==> config.mk <==
export PLATFORM = sky130hd
export DESIGN_NAME = evc_clk_ctrl
export DESIGN_NICKNAME = d
export VERILOG_FILES = /design/src/rtl/evc_pkg.sv /design/src/rtl/evc_sync.sv /design/src/rtl/evc_trig_sel.sv /design/src/rtl/evc_seq.sv /design/src/rtl/evc_clk_ctrl.sv
export SDC_FILE = /design/constraint.sdc
export NUM_CORES = 1
export LEC_CHECK = 0
export ABC_AREA = 1
export CORE_AREA = 4 4 41 43
export DETAILED_ROUTE_END_ITERATION = 8
export DIE_AREA = 0 0 45 47
export PLACE_DENSITY = 0.69
export SLEW_MARGIN = 20
export SYNTH_ARGS = -nofsm -noshare
export SYNTH_HDL_FRONTEND = slang
export SYNTH_SLANG_ARGS = --single-unit
==> constraint.sdc <==
create_clock -name clk -period 2.7 [get_ports clk]
set_input_delay 0.54 -clock clk [delete_from_list [all_inputs] [get_ports clk]]
set_output_delay 0.54 -clock clk [all_outputs]
set_load 0.005 [all_outputs]
==> src/rtl/evc_pkg.sv <==
package evc_pkg;

    typedef enum logic [2:0] {
        ST_IDLE     = 3'd0,
        ST_REQ_SRC  = 3'd1,
        ST_WAIT_RDY = 3'd2,
        ST_START    = 3'd3,
        ST_BUSY     = 3'd4,
        ST_RELEASE  = 3'd5
    } evc_state_e;

    typedef struct packed {
        evc_state_e state;
        logic       src_hold;
        logic       wake;
    } evc_seq_t;

endpackage

==> src/rtl/evc_sync.sv <==
module evc_sync #(
    parameter int unsigned STAGES = 2
) (
    input  logic clk,
    input  logic rst_n,
    input  logic async_i,
    output logic rise_o
);
    typedef struct packed {
        logic [STAGES-1:0] chain;
        logic              last;
    } sync_t;

    sync_t r_d, r_q;

    always_comb begin
        r_d       = r_q;
        r_d.chain = {r_q.chain[STAGES-2:0], async_i};
        r_d.last  = r_q.chain[STAGES-1];
    end

    always_ff @(posedge clk or negedge rst_n) begin
        if (!rst_n) r_q <= '0;
        else        r_q <= r_d;
    end

    assign rise_o = r_q.chain[STAGES-1] & ~r_q.last;
endmodule

==> src/rtl/evc_trig_sel.sv <==
module evc_trig_sel #(
    parameter int unsigned          MODE_W   = 3,
    parameter logic [MODE_W-1:0]    EVT_CODE = '1,
    parameter logic [MODE_W-1:0]    SW_CODE  = '0
) (
    input  logic              clk,
    input  logic              rst_n,
    input  logic [MODE_W-1:0] mode_i,
    input  logic              evt_i,
    input  logic              sw_i,
    input  logic              hw_i,
    input  logic              consume_i,
    output logic              pend_o
);
    logic pend_d, pend_q;
    logic fire;

    always_comb begin
        if (mode_i == EVT_CODE)     fire = evt_i;
        else if (mode_i == SW_CODE) fire = sw_i;
        else                        fire = hw_i;
        // A fresh trigger wins over the consume of an older one.
        pend_d = fire | (pend_q & ~consume_i);
    end

    always_ff @(posedge clk or negedge rst_n) begin
        if (!rst_n) pend_q <= 1'b0;
        else        pend_q <= pend_d;
    end

    assign pend_o = pend_q;
endmodule

==> src/rtl/evc_seq.sv <==
module evc_seq
    import evc_pkg::*;
(
    input  logic clk,
    input  logic rst_n,
    input  logic pend_i,
    input  logic src_running_i,
    input  logic src_ready_i,
    input  logic busy_i,
    input  logic irq_i,
    input  logic wake_clr_i,
    output logic consume_o,
    output logic src_req_o,
    output logic clk_en_o,
    output logic start_o,
    output logic wake_o
);
    evc_seq_t r_d, r_q;

    always_comb begin
        r_d       = r_q;
        consume_o = 1'b0;
        unique case (r_q.state)
            ST_IDLE: begin
                if (pend_i) begin
                    if (src_running_i) begin
                        r_d.state = ST_START;
                    end else begin
                        r_d.state    = ST_REQ_SRC;
                        r_d.src_hold = 1'b1;
                    end
                end
            end
            ST_REQ_SRC:  r_d.state = ST_WAIT_RDY;
            ST_WAIT_RDY: if (src_ready_i) r_d.state = ST_START;
            ST_START: begin
                consume_o = 1'b1;
                r_d.state = ST_BUSY;
            end
            ST_BUSY:     if (!busy_i) r_d.state = ST_RELEASE;
            ST_RELEASE: begin
                if (pend_i) begin
                    r_d.state = ST_START;
                end else begin
                    r_d.state    = ST_IDLE;
                    r_d.src_hold = 1'b0;
                end
            end
            default: begin
                r_d.state    = ST_IDLE;
                r_d.src_hold = 1'b0;
            end
        endcase

        if (irq_i && (r_q.state == ST_BUSY || r_q.state == ST_RELEASE))
            r_d.wake = 1'b1;
        else if (wake_clr_i)
            r_d.wake = 1'b0;
    end

    always_ff @(posedge clk or negedge rst_n) begin
        if (!rst_n) r_q <= '{state: ST_IDLE, src_hold: 1'b0, wake: 1'b0};
        else        r_q <= r_d;
    end

    assign src_req_o = r_q.src_hold;
    assign start_o   = (r_q.state == ST_START);
    assign clk_en_o  = (r_q.state == ST_START) || (r_q.state == ST_BUSY);
    assign wake_o    = r_q.wake;
endmodule

==> src/rtl/evc_clk_ctrl.sv <==
module evc_clk_ctrl #(
    parameter int unsigned       SYNC_STAGES = 2,
    parameter int unsigned       MODE_W      = 3,
    parameter logic [MODE_W-1:0] EVT_CODE    = '1,
    parameter logic [MODE_W-1:0] SW_CODE     = '0
) (
    input  logic              clk,
    input  logic              rst_n,
    input  logic              evt_timer_a,
    input  logic              evt_pwm_a,
    input  logic              tmr_evt_en,
    input  logic              evt_sel,
    input  logic [MODE_W-1:0] trig_mode,
    input  logic              sw_trig,
    input  logic              hw_trig,
    input  logic              src_running,
    input  logic              src_ready,
    output logic              src_req,
    output logic              mod_clk_en,
    output logic              conv_start,
    input  logic              conv_busy,
    input  logic              conv_irq,
    output logic              wake,
    input  logic              wake_clr
);
    logic evt_raw, evt_rise, pend, consume;

    assign evt_raw = evt_sel ? evt_pwm_a : (evt_timer_a & tmr_evt_en);

    evc_sync #(.STAGES(SYNC_STAGES)) u_sync (
        .clk    (clk),
        .rst_n  (rst_n),
        .async_i(evt_raw),
        .rise_o (evt_rise)
    );

    evc_trig_sel #(.MODE_W(MODE_W), .EVT_CODE(EVT_CODE), .SW_CODE(SW_CODE)) u_sel (
        .clk      (clk),
        .rst_n    (rst_n),
        .mode_i   (trig_mode),
        .evt_i    (evt_rise),
        .sw_i     (sw_trig),
        .hw_i     (hw_trig),
        .consume_i(consume),
        .pend_o   (pend)
    );

    evc_seq u_seq (
        .clk          (clk),
        .rst_n        (rst_n),
        .pend_i       (pend),
        .src_running_i(src_running),
        .src_ready_i  (src_ready),
        .busy_i       (conv_busy),
        .irq_i        (conv_irq),
        .wake_clr_i   (wake_clr),
        .consume_o    (consume),
        .src_req_o    (src_req),
        .clk_en_o     (mod_clk_en),
        .start_o      (conv_start),
        .wake_o       (wake)
    );
endmodule

Yosys cells after proc, flatten, opt, wreduce, memory -nomap -nowiden
Cells that the tools add are included.
{"block": "op_classes", "eq_ne": 11, "muxes": 15, "n_bitwise": 7, "reduce_logical": 9}
{"operator": "3-bit case mux with 6 select lines", "n": 1}
{"operator": "2-bit != test (second input constant)", "n": 5}
{"operator": "3-bit == test (second input constant)", "n": 3}
{"operator": "1-bit two-way mux", "n": 8}
{"operator": "3-bit by 2-bit == test with 1-bit output (second input constant)", "n": 2}
{"operator": "3-bit logical NOT", "n": 2}
{"operator": "3-bit two-way mux", "n": 2}
{"operator": "2-bit two-way mux", "n": 2}
{"operator": "4-bit two-way mux", "n": 1}
{"operator": "4-bit AND reduction", "n": 1}
{"operator": "4-bit OR reduction", "n": 1}
{"operator": "1-bit AND", "n": 3}
{"operator": "3-bit by 1-bit == test with 1-bit output (second input constant)", "n": 1}
{"operator": "1-bit NOT", "n": 3}
{"operator": "1-bit case mux with 3 select lines", "n": 1}
{"operator": "3-bit AND reduction", "n": 1}
{"operator": "1-bit logical OR", "n": 2}
{"operator": "2-bit nonzero test", "n": 1}
{"operator": "1-bit logical AND", "n": 1}
{"operator": "1-bit OR", "n": 1}
{"block": "totals", "ff_bits": 9, "in_bits": 16, "output_inout_bits": 4, "elab_cells": 48}

Longest topological paths before layout
{"block": "depth", "depth_word": 5, "ltp_mapped": 8, "depth_no_buf": 8}

By module
From an unflattened synthesis, not the netlist that was laid out.
{"block": "hier_totals", "hier_cells": 66, "hier_area_um2": 503.0}
{"module": "evc_seq", "instances": 1, "cells_per_inst": 41, "area_per_inst_um2": 306.5}
{"module": "evc_trig_sel", "instances": 1, "cells_per_inst": 16, "area_per_inst_um2": 87.6}
{"module": "evc_sync", "instances": 1, "cells_per_inst": 5, "area_per_inst_um2": 85.1}
{"module": "evc_clk_ctrl", "instances": 1, "cells_per_inst": 4, "area_per_inst_um2": 23.8}

Worst setup path after synthesis
OpenSTA, ideal clock, no wires.
{"block": "synth_path", "path_kind": "reg-to-output", "start": "reg u_seq.r_q[4] (netlist bit)", "end": "out mod_clk_en", "arrival_time_ns": 0.822, "path_slack_ns": 1.338, "path_stages_with_launch": 6, "n_path_buf": 0, "cell_sequence": "dfrtp_1 -> inv_2 -> nand2_1 -> nor2_1 -> inv_1 -> nand2_1"}
{"block": "synth_between", "elab_chain_cells": 2}
{"item": "start: declaration", "line": "evc_seq.sv:18", "text": "evc_seq_t r_d, r_q;"}
{"item": "start signal: assignment", "line": "evc_seq.sv:62", "text": "if (!rst_n) r_q <= '{state: ST_IDLE, src_hold: 1'b0, wake: 1'b0};"}
{"item": "start signal: assignment", "line": "evc_seq.sv:63", "text": "else r_q <= r_d;"}
{"item": "3-bit by 2-bit == test with 1-bit output"}
{"item": "named net conv_start", "line": "evc_clk_ctrl.sv:20", "text": "output logic conv_start,"}
{"item": "1-bit logical OR", "line": "evc_seq.sv:68", "text": "assign clk_en_o = (r_q.state == ST_START) || (r_q.state == ST_BUSY);"}
{"item": "end: declaration", "line": "evc_clk_ctrl.sv:19", "text": "output logic mod_clk_en,"}
The timed path passes the listed nets, and every way through them passes these cells.

Final worst setup path
{"block": "layout_path", "start": "reg u_seq.r_q[4] (netlist bit)", "end": "out mod_clk_en"}
{"block": "layout_between", "elab_chain_cells": 2}
{"item": "3-bit by 2-bit == test with 1-bit output / 3-bit == test (equally long branches)", "line": "evc_seq.sv:68"}
{"item": "1-bit logical OR (*)", "line": "evc_seq.sv:68"}
Every way passes the cells marked *; elsewhere a longest branch is shown, timed or not.

==> impl_metrics.json <==
{
  "status": "complete, no violations",
  "rsz0062_at_grt": "no",
  "seqCellArea_um2": 225,
  "drtPass1Iterations": 4,
  "cts_hold_buf": 0,
  "cp.depth": 6,
  "post-place-ws_ns": 0.782,
  "tritoncts": "yes",
  "setup_violations": 0,
  "grt_max_degree": 10,
  "finalCritPeriodShare_pct": 81.0,
  "syn_inst": 64,
  "placed_area_um2": 683,
  "drt_iter0_drc": 7,
  "synth-compound-area-share_pct": 3.69,
  "regToRegSetupSlack_ns": 1.57,
  "setup_slack_ns": 0.514,
  "die_h_um": 47,
  "synth-seq-cells": 9,
  "dp_hpwl_um": 802,
  "cp_common_cell": "nand2_1",
  "synth_enable_flop_cells": 0,
  "h-tree-depth": 1,
  "finalHoldViolations": 0,
  "worstSetupEndpointType": "primary output",
  "finalClockSkew_ns": 0.00223,
  "design_power_total_mw": 0.601,
  "cp.arrival_ns": 1.65,
  "antenna_found_initial": 0,
  "clk-insertion-delay-late_ns": 0.25,
  "wl_per_cell_um": 9.63,
  "path_delay_family": "buffers and inverters",
  "synth_area_leaders": "dfrtp_1 47%, nand2_1 15%, inv_1 8.7%, nand3_1 6.3%, nor2_2 5.3%",
  "dieArea_um2": 2120,
  "design_area_um2": 709,
  "syn-cell-area_um2": 474,
  "postCtsSetupRepairBufs": 0,
  "ys_types": 12,
  "cp-startpoint": "u_seq.r_q[4]",
  "clock_path_buffers": 2,
  "slowest_delay_ns": 0.50,
  "via_per_inst": 4.38,
  "reg2reg_from": "u_seq.r_q[3]",
  "cp_max_fo": 6,
  "synthAdderAreaFrac_pct": 0,
  "yosysTopAreaCell": "dfrtp_1",
  "yosysMostFrequentCell": "nand2_1",
  "critPathLaunchType": "flip-flop",
  "cap_viol_max_count": 0,
  "crit_type": "reg -> out",
  "multi_input_area_um2": 204,
  "io_pins": 20,
  "synth_common_cells": "19 x nand2_1, 11 x inv_1, 9 x dfrtp_1",
  "finalNetCount": 104,
  "root_buffer": "clkbuf_4",
  "numCtsBuffers": 3,
  "start_util_pct": 36.4,
  "reg2reg_depth": 6,
  "cts-resized-gates": 0,
  "clock_sinks": 9,
  "power_density_nw_per_um2": 847,
  "num-fill-cells": 133,
  "ys_seq_area_share_pct": 47.5,
  "drv_slew": 0,
  "synth_top_family_by_area": "simple AND/OR/NAND/NOR gates",
  "synth_nets": 80,
  "core_area_um2": 1300,
  "clock.fmax_mhz": 458,
  "vias": 447,
  "grt_overflow": 0,
  "synth-xor-area-share_pct": 0,
  "grt_pass1_vias": 407,
  "ys.flop_type": "dfrtp_1",
  "slew-limit-headroom_pct": 72.9,
  "yosys_warnings": 0,
  "antenna_cells": 0,
  "p_leak_nw": 0.359,
  "port_buffers": 19,
  "synth_top_cell_area_share_pct": 47.5,
  "postRouteAntennaNets": 0,
  "synth_mux_area_share_pct": 0,
  "max-vdd-ir-drop_mv": 0.448,
  "syn-mean-instance-area_um2": 7.41,
  "grt_pass1_wl_um": 1610,
  "critPathRequiredTime_ns": 2.16,
  "setup_tns_ns": 0,
  "r2r-end": "u_seq.src_req_o",
  "path_cells": "inv_2, nand2_1, nor2_1, inv_1, nand2_1, clkdlybuf4s50_1",
  "place_congestion": 0.685,
  "slowest_stage": "clkdlybuf4s50_1",
  "drive_gt1_share_pct": 10.3,
  "min_path_type": "reg -> reg",
  "cp-endpoint": "mod_clk_en",
  "synthArstFlopShare_pct": 100,
  "die_w_um": 45,
  "worst_pin_slew_ns": 0.406,
  "cp_num_buf_inv": 3,
  "std_cell_rows": 13,
  "syn2layout_area_growth_pct": 49.6,
  "routed_wl_um": 982,
  "grt_usage_pct": 10.9,
  "drc": 0,
  "path_clk_slew_ns": 0.06,
  "period_needed_ns": 2.19,
  "synthSimpleGateAreaFrac_pct": 39.3
}
layout make-up:
class                           instances  share of cell area, %
Sequential cell                         9                   31.7
Timing Repair Buffer                   19                   26.8
Inverter                               12                   6.35
Clock buffer                            4                   3.70
Tap cell                               15                   2.65
Multi-Input combinational cell         43                   28.7
power breakdown:
group,internal (mW),switching (mW)
clock,0.0567,0.0432
combinational,0.139,0.149
sequential,0.177,0.0363
worst register-to-register path, stage by stage, from the launching register on:
cell	delay, ns
dfrtp_1	0.42
nor2_2	0.22
nand2_2	0.10
nor2_1	0.10
nor2_1	0.06
nand3_1	0.08
nand2_1	0.06
metal layers:
metal,vias to the layer above,global-route usage (%),share of wire [%]
met5,-,0,0
met4,0,3.51,0
met3,0,7.28,10
met2,17,17.5,47
met1,185,11.5,43
li1,245,-,-
logic make-up after synthesis:
| group | after synthesis |
|---|---|
| buf+inv | 12 |
| flops | 9 |
| simple gates | 40 |
| compound gates | 3 |
flip-flops by register name, indices dropped and copies added, names as in the netlist:
register	cells
u_seq.src_req_o	1
u_sync.r_q	1
u_seq.r_q	3
u_sync.r_d	2
u_sel.pend_o	1
u_seq.wake_o	1
through the flow:
stage / utilization [%] / std cells / hold WS (ns)
finish: 54.5 / 102 / 0.353
global route: 54.5 / 102 / 0.376
CTS: 54.5 / 102 / 0.356
detailed placement: 52.5 / 98 / 0.343
global placement: 52.5 / 98 / 0.337
floorplan: - / 64 / 0.244
worst min path at each step:
stage / startpoint / to / slack, ns / cells after the start
after floorplan: rst_n / u_sel.pend_o / 0.24 / 0
after global placement: u_sync.r_d[2] / u_sync.r_d[0] / 0.34 / 0
after detailed placement: u_sync.r_d[2] / u_sync.r_d[0] / 0.34 / 0
after CTS: u_sync.r_d[2] / u_sync.r_d[0] / 0.36 / 0
after global routing: u_sync.r_d[2] / u_sync.r_d[0] / 0.38 / 0
final: u_sync.r_d[2] / u_sync.r_d[0] / 0.35 / 0
cells in the final DEF, fill, tap and decap left out:
cell	synthesis	final
o21a_1	1	1
nand3_1	6	6
clkdlybuf4s50_1	0	19
nand2_1	19	19
nand4_1	2	2
clkbuf_1	0	1
nor2_1	5	5
nand2_2	1	1
dfrtp_1	9	9
inv_1	11	11
nand3b_1	3	3
o21ai_0	2	2
nor2_2	4	4
clkbuf_4	0	3
inv_2	1	1
No activity file was read; power rests on OpenSTA's default activity.
